**src/rtl/exu_pkg.sv**
```systemverilog
package exu_pkg;
  typedef enum logic [2:0] {
    K_OP = 3'd0, K_MOVE = 3'd1, K_IMM = 3'd2, K_ADDR = 3'd3,
    K_PUSH = 3'd4, K_POP = 3'd5, K_PASS = 3'd6, K_PASS2 = 3'd7
  } kind_e;

  typedef enum logic [1:0] {
    F_ADD = 2'd0, F_SUB = 2'd1, F_AND = 2'd2, F_XOR = 2'd3
  } fun_e;

  typedef enum logic [2:0] {
    C_ALW = 3'd0, C_LE = 3'd1, C_LT = 3'd2, C_EQ = 3'd3,
    C_NE = 3'd4, C_GE = 3'd5, C_GT = 3'd6, C_NEV = 3'd7
  } cond_e;

  typedef struct packed {
    logic zf;
    logic sf;
    logic of;
  } flags_t;
endpackage

```
**src/rtl/exu_opsel.sv**
```systemverilog
module exu_opsel
  import exu_pkg::*;
#(
  parameter int W    = 32,
  parameter int STEP = 4
) (
  input  kind_e        kind_i,
  input  fun_e         fun_i,
  input  logic [W-1:0] val_a_i,
  input  logic [W-1:0] val_b_i,
  input  logic [W-1:0] val_c_i,
  output logic [W-1:0] alu_a_o,
  output logic [W-1:0] alu_b_o,
  output fun_e         alu_fun_o,
  output logic         set_cc_o
);
  localparam logic [W-1:0] STEP_W = W'(STEP);

  always_comb begin
    alu_a_o   = '0;
    alu_b_o   = val_b_i;
    alu_fun_o = F_ADD;
    set_cc_o  = 1'b0;
    unique case (kind_i)
      K_OP: begin
        alu_a_o   = val_a_i;
        alu_fun_o = fun_i;
        set_cc_o  = 1'b1;
      end
      K_MOVE: begin
        alu_a_o = val_a_i;
        alu_b_o = '0;
      end
      K_IMM: begin
        alu_a_o = val_c_i;
        alu_b_o = '0;
      end
      K_ADDR: alu_a_o = val_c_i;
      K_PUSH: begin
        alu_a_o   = STEP_W;
        alu_fun_o = F_SUB;
      end
      K_POP:  alu_a_o = STEP_W;
      default: alu_a_o = '0;
    endcase
  end
endmodule

```
**src/rtl/exu_alu.sv**
```systemverilog
module exu_alu
  import exu_pkg::*;
#(
  parameter int W = 32
) (
  input  logic [W-1:0] a_i,
  input  logic [W-1:0] b_i,
  input  fun_e         fun_i,
  output logic [W-1:0] res_o,
  output flags_t       flags_o
);
  localparam int MSB = W - 1;

  logic ovf;

  always_comb begin
    ovf = 1'b0;
    unique case (fun_i)
      F_ADD: begin
        res_o = b_i + a_i;
        ovf   = (a_i[MSB] == b_i[MSB]) && (res_o[MSB] != b_i[MSB]);
      end
      F_SUB: begin
        res_o = b_i - a_i;
        ovf   = (a_i[MSB] != b_i[MSB]) && (res_o[MSB] != b_i[MSB]);
      end
      F_AND:   res_o = b_i & a_i;
      default: res_o = b_i ^ a_i;
    endcase
  end

  assign flags_o.zf = (res_o == '0);
  assign flags_o.sf = res_o[MSB];
  assign flags_o.of = ovf;
endmodule

```
**src/rtl/exu_cc.sv**
```systemverilog
module exu_cc
  import exu_pkg::*;
(
  input  logic   clk_i,
  input  logic   rst_ni,
  input  logic   set_cc_i,
  input  flags_t nflags_i,
  input  cond_e  cond_i,
  output flags_t flags_o,
  output logic   cnd_o
);
  flags_t flags_q;

  always_ff @(posedge clk_i or negedge rst_ni) begin
    if (!rst_ni)       flags_q <= '{zf: 1'b1, sf: 1'b0, of: 1'b0};
    else if (set_cc_i) flags_q <= nflags_i;
  end

  logic lt;
  assign lt = flags_q.sf ^ flags_q.of;

  always_comb begin
    unique case (cond_i)
      C_ALW:   cnd_o = 1'b1;
      C_LE:    cnd_o = lt | flags_q.zf;
      C_LT:    cnd_o = lt;
      C_EQ:    cnd_o = flags_q.zf;
      C_NE:    cnd_o = ~flags_q.zf;
      C_GE:    cnd_o = ~lt;
      C_GT:    cnd_o = ~lt & ~flags_q.zf;
      default: cnd_o = 1'b0;
    endcase
  end

  assign flags_o = flags_q;

  a_r6_cc_hold: assert property (@(posedge clk_i) disable iff (!rst_ni)
    !set_cc_i |=> $stable(flags_q));
  a_r9_eq_ne_split: assert property (@(posedge clk_i) disable iff (!rst_ni)
    (cond_i == C_EQ) |-> (cnd_o == flags_o.zf));
  a_r8_always: assert property (@(posedge clk_i) disable iff (!rst_ni)
    (cond_i == C_ALW) |-> cnd_o);
endmodule

```
**src/rtl/exec_unit.sv**
```systemverilog
module exec_unit
  import exu_pkg::*;
#(
  parameter int W    = 32,
  parameter int STEP = 4
) (
  input  logic         clk_i,
  input  logic         rst_ni,
  input  logic [2:0]   kind_i,
  input  logic [1:0]   fun_i,
  input  logic [2:0]   cond_i,
  input  logic [W-1:0] val_a_i,
  input  logic [W-1:0] val_b_i,
  input  logic [W-1:0] val_c_i,
  output logic [W-1:0] val_e_o,
  output logic         cnd_o,
  output logic [2:0]   flags_o
);
  localparam logic [W-1:0] STEP_W = W'(STEP);

  logic [W-1:0] alu_a, alu_b;
  fun_e         alu_fun;
  logic         set_cc;
  flags_t       nflags, flags_q;

  exu_opsel #(.W(W), .STEP(STEP)) u_opsel (
    .kind_i   (kind_e'(kind_i)),
    .fun_i    (fun_e'(fun_i)),
    .val_a_i  (val_a_i),
    .val_b_i  (val_b_i),
    .val_c_i  (val_c_i),
    .alu_a_o  (alu_a),
    .alu_b_o  (alu_b),
    .alu_fun_o(alu_fun),
    .set_cc_o (set_cc)
  );

  exu_alu #(.W(W)) u_alu (
    .a_i    (alu_a),
    .b_i    (alu_b),
    .fun_i  (alu_fun),
    .res_o  (val_e_o),
    .flags_o(nflags)
  );

  exu_cc u_cc (
    .clk_i   (clk_i),
    .rst_ni  (rst_ni),
    .set_cc_i(set_cc),
    .nflags_i(nflags),
    .cond_i  (cond_e'(cond_i)),
    .flags_o (flags_q),
    .cnd_o   (cnd_o)
  );

  assign flags_o = flags_q;

  a_r3_push_dec: assert property (@(posedge clk_i) disable iff (!rst_ni)
    (kind_i == 3'd4) |-> (val_e_o == val_b_i - STEP_W));
  a_r4_pop_inc: assert property (@(posedge clk_i) disable iff (!rst_ni)
    (kind_i == 3'd5) |-> (val_e_o == val_b_i + STEP_W));
  a_r7_logic_clears_of: assert property (@(posedge clk_i) disable iff (!rst_ni)
    (kind_i == 3'd0 && fun_i[1]) |=> !flags_o[0]);
  a_r5_zero_sets_zf: assert property (@(posedge clk_i) disable iff (!rst_ni)
    (kind_i == 3'd0 && val_e_o == '0) |=> flags_o[2]);
endmodule

```
**config.mk**
```make
export PLATFORM = sky130hd
export DESIGN_NAME = exec_unit
export DESIGN_NICKNAME = d
export VERILOG_FILES = /design/src/rtl/exu_pkg.sv /design/src/rtl/exu_opsel.sv /design/src/rtl/exu_alu.sv /design/src/rtl/exu_cc.sv /design/src/rtl/exec_unit.sv
export SDC_FILE = /design/constraint.sdc
export NUM_CORES = 1
export LEC_CHECK = 0
export BUFFER_PORTS_ARGS = -buffer_cell sky130_fd_sc_hd__buf_2
export CAP_MARGIN = 10
export CORE_MARGIN = 4
export CORE_UTILIZATION = 57
export CTS_CLUSTER_SIZE = 16
export DETAILED_ROUTE_END_ITERATION = 8
export HOLD_SLACK_MARGIN = 0.12
export PLACE_DENSITY = 0.84
export SLEW_MARGIN = 20
export SYNTH_ARGS = -nofsm -noshare
export SYNTH_HDL_FRONTEND = slang
export SYNTH_SLANG_ARGS = --single-unit
```
**constraint.sdc**
```tcl
create_clock -name clk_i -period 6.1 [get_ports clk_i]
set_input_delay 1.22 -clock clk_i [delete_from_list [all_inputs] [get_ports clk_i]]
set_output_delay 1.22 -clock clk_i [all_outputs]
set_load 0.02 [all_outputs]
```
==> PnR_summary.wiki <==
{| class="wikitable"
! Metric !! Value
|-
| Detailed-route wire length per cell || 18.3 µm
|-
| Via count of the first global-routing pass || 7025
|-
| Type of destination of the critical path || primary output
|-
| Worst hold slack after final layout || 558 ps
|-
| Register area share after synthesis || 0.0129
|-
| Starting density of the core || 0.595
|-
| Pwr Density || 146 nW/µm²
|-
| Number of pins exceeding their max-slew limit in the final report || 0
|-
| Router iterations before antenna repair || 9
|-
| GR met3 Demand/Resource || 0.0528
|-
| Residual DRC || 0
|-
| Crit share post-route || 0.994
|-
| RR Startpoint || u_cc.flags_o[1]
|-
| Yosys reg bits || 3
|-
| N_diodes || 0
|-
| Maximum Capacitance Violations || 0
|-
| Met1 Usage GRT || 0.447
|-
| Layout overhead on the synthesized area || 20.5%
|-
| Half-perimeter wire length after detailed placement || 17.0 mm
|-
| Share of the synthesized area in the top cell type || 0.133
|-
| Detailed-route vias per instance || 6.59
|-
| Most common flop cell mapped by yosys || sky130_fd_sc_hd__dfrtp_1
|-
| Antenna violations before repair || 0
|-
| Largest net degree at the start of global routing || 24
|-
| Fraction of synthesized area in multiplexers || 0.0670
|-
| Syn Nets || 1057
|-
| Total via count after detailed routing || 7701
|-
| Met2 global-route usage || 0.532
|-
| Post-Syn Area || 5920 µm²
|-
| Row Count || 36
|-
| Hold buffer count at cts || 0
|-
| Synth Area in Compound Gates || 0.367
|-
| Port bufs || 141
|-
| Die Y-Extent || 110 µm
|-
| Count of filler cells inserted in the layout || 867
|-
| Critical path required time || 4880 ps
|-
| Share of flip-flops with an asynchronous set or reset after synthesis || 1.00
|-
| Main area contributors after synthesis || sky130_fd_sc_hd__ha_1 (13%), sky130_fd_sc_hd__a21oi_1 (6.6%), sky130_fd_sc_hd__mux2i_1 (5.7%)
|-
| Syn_area_per_cell || 6.69 µm²
|-
| Number of levels the H-tree was split into || 1
|-
| Launching element of the worst setup path || kind_i[1]
|-
| Worst Path Class, Setup || input port to primary output
|-
| Die Outline Area || 12100 µm²
|-
| Final hold viol count || 0
|-
| Clock transition at the register clock pins on the worst setup and hold paths after CTS || 30 ps
|-
| Peak fanout along the critical path || 18
|-
| Worst setup endpoint || val_e_o[31]
|-
| Headroom to the max-slew limit || 0.384
|-
| Max rail drop VDD || 0.0896 mV
|-
| Crit start category || input port
|-
| Aggregate negative setup slack || 0 ps
|-
| Total grt overflow || 0
|-
| Clock latency on the worst-skew pair || 220 ps
|-
| Busiest grt layer || met2
|-
| Slew at the pin closest to its max-slew limit || 921 ps
|-
| Slack of the worst reg-to-reg path || 5320 ps
|-
| Number of synthesized flops with an enable pin || 0
|-
| Worst-case reg-to-reg path depth || 1
|-
| Clock sinks || 3
|-
| Total length of routed wires || 21.4 mm
|-
| Critical R2R Capture || u_cc.flags_o[1]
|-
| Worst setup timing slack at the placement stage || 99.1 ps
|-
| Simple-gate portion of the synthesized area || 0.292
|-
| Number of standard cells in the final layout excluding fillers || 1168
|-
| Number of instances in the synthesized netlist || 886
|-
| Total leakage power || 3.48 nW
|-
| Final worst path period need || 6070 ps
|-
| Total routing usage reported by global routing || 0.339
|-
| Largest buffer count on any clock path || 2
|-
| Footprint of the flip-flops and latches || 76.3 µm²
|-
| Number of primary I/O pins || 142
|-
| Number of flip-flops in the largest register || 3
|-
| Area taken by multi-input logic gates || 5370 µm²
|-
| Worst EP arrival || 4850 ps
|-
| Xor/xnor share of the synthesized area || 0.0237
|-
| Final critical-path setup slack || 34.9 ps
|-
| Final setup violation count || 0
|-
| Die X-Extent || 110 µm
|-
| Master cell of the clock root buffer || sky130_fd_sc_hd__clkbuf_8
|-
| TritonCTS clock tree || done
|-
| Count of cell types in the netlist || 90
|-
| Total clock buffers created by CTS || 3
|-
| GP Congestion || 1.09
|-
| DR iter-0 viols || 1130
|-
| Adder-cell share of the synthesized area || 0.140
|-
| Count of nets after finishing || 1207
|-
| Final Skew || 0 ps
|-
| Wire length of the first global-routing pass || 33.5 mm
|-
| Cell area reported after detailed placement || 6970 µm²
|-
| Total instance count after detailed placement || 1162
|-
| Total of warnings raised by yosys || 0
|-
| Final non-filler cell area || 7140 µm²
|-
| Max Fclk || 165 MHz
|-
| Share of cells above drive strength 1 || 0.278
|-
| Core Box Area || 9950 µm²
|-
| Top cell type by total area after synthesis || sky130_fd_sc_hd__ha_1
|-
| Largest family of logic cells by synthesized area || compound AO/OA/AOI/OAI gates
|-
| Status || finished, final reports clean
|-
| Final antenna-violating net count || 0
|-
| Path type of the worst min-delay path || register to register
|}
==> worst min path at each step <==
stage | from | to | slack [ps] | cells past startpoint
global route | u_cc.flags_o[0] | u_cc.flags_o[0] | 570 | 1
CTS | u_cc.flags_o[0] | u_cc.flags_o[0] | 560 | 1
global placement | u_cc.flags_o[0] | u_cc.flags_o[0] | 550 | 1
detailed placement | u_cc.flags_o[0] | u_cc.flags_o[0] | 550 | 1
finish | u_cc.flags_o[0] | u_cc.flags_o[0] | 560 | 1
floorplan | u_cc.flags_o[2] | u_cc.flags_o[2] | 610 | 1
==> metal layers <==
metal  up-vias  routed length (µm)
li1       3553                   -
met1      3408                8230
met2       594                9060
met3       146                2830
met4         0                1230
met5         -                   0
==> cells in the mapped netlist, drive strengths merged (15+ instances only) <==
master / n
nand2: 51
mux2i: 34
nand3: 15
nor2b: 47
nor2: 82
nor3: 26
inv: 69
or2: 36
o21ai: 69
buf: 27
a21oi: 78
ha: 63
o31ai: 15
clkbuf: 30
==> what timing repair did <==
action / 4_1_cts / 5_1_grt
buffers inserted: 0 / 2
gates resized for setup: 0 / 22
hold endpoints to repair: 0 / 0
endpoints found under the setup margin: 0 / 10
==> power by group <==
group	switching [W]	internal, W
registers	0.00000289	0.0000231
logic	0.000580	0.000380
clock network	0.0000139	0.0000446
total	0.000597	0.000448
==> critical path, stage by stage <==
cell,delay [ps]
sky130_fd_sc_hd__clkbuf_4,220
sky130_fd_sc_hd__buf_12,200
sky130_fd_sc_hd__mux2i_1,80
sky130_fd_sc_hd__or2_2,290
sky130_fd_sc_hd__ha_1,350
sky130_fd_sc_hd__buf_4,190
sky130_fd_sc_hd__nor2_1,220
sky130_fd_sc_hd__o311a_1,220
sky130_fd_sc_hd__o31ai_1,90
sky130_fd_sc_hd__o311a_1,190
sky130_fd_sc_hd__o311ai_2,460
sky130_fd_sc_hd__a31oi_1,170
sky130_fd_sc_hd__o21bai_1,280
sky130_fd_sc_hd__o211ai_1,120
sky130_fd_sc_hd__a221o_1,350
sky130_fd_sc_hd__buf_2,180
==> cell usage in the layout (no fill, tap or decap), types with 34 or more instances in the layout <==
cell type | synthesis | routed
sky130_fd_sc_hd__nand2_1 | 51 | 51
sky130_fd_sc_hd__a21oi_1 | 78 | 73
sky130_fd_sc_hd__or2_2 | 35 | 35
sky130_fd_sc_hd__nor2b_1 | 47 | 45
sky130_fd_sc_hd__nor2_1 | 82 | 81
sky130_fd_sc_hd__o21ai_0 | 63 | 61
sky130_fd_sc_hd__inv_1 | 68 | 68
sky130_fd_sc_hd__buf_4 | 6 | 57
sky130_fd_sc_hd__mux2i_1 | 34 | 34
sky130_fd_sc_hd__ha_1 | 63 | 63
sky130_fd_sc_hd__buf_2 | 10 | 140
==> logic make-up (layout without fill, tap and decap cells) <==
kind of cell,after synthesis,in the layout
muxes,39,39
xor gates and xnor gates,16,16
DFF,3,3
AOI/OAI and AO/OA,311,311
buffers and inverters,126,275
adders and majority gates,65,65
and+or+nand+nor,326,326
==> stage by stage <==
step | utilization | power (W)
2_1_floorplan | - | 0.000663
3_3_place_gp | 0.701 | 0.000919
3_5_place_dp | 0.701 | 0.000933
4_1_cts | 0.705 | 0.000998
5_1_grt | 0.717 | 0.00112
6_report | 0.717 | 0.00104
==> cell type report <==
class                      instances  area share
sequential                         3      0.0107
timing repair buffer             202       0.170
inverter                          69      0.0363
tap                              133      0.0233
multi-input combinational        757       0.753
clock buffer                       4     0.00631
(Power assumes the default switching activity.)
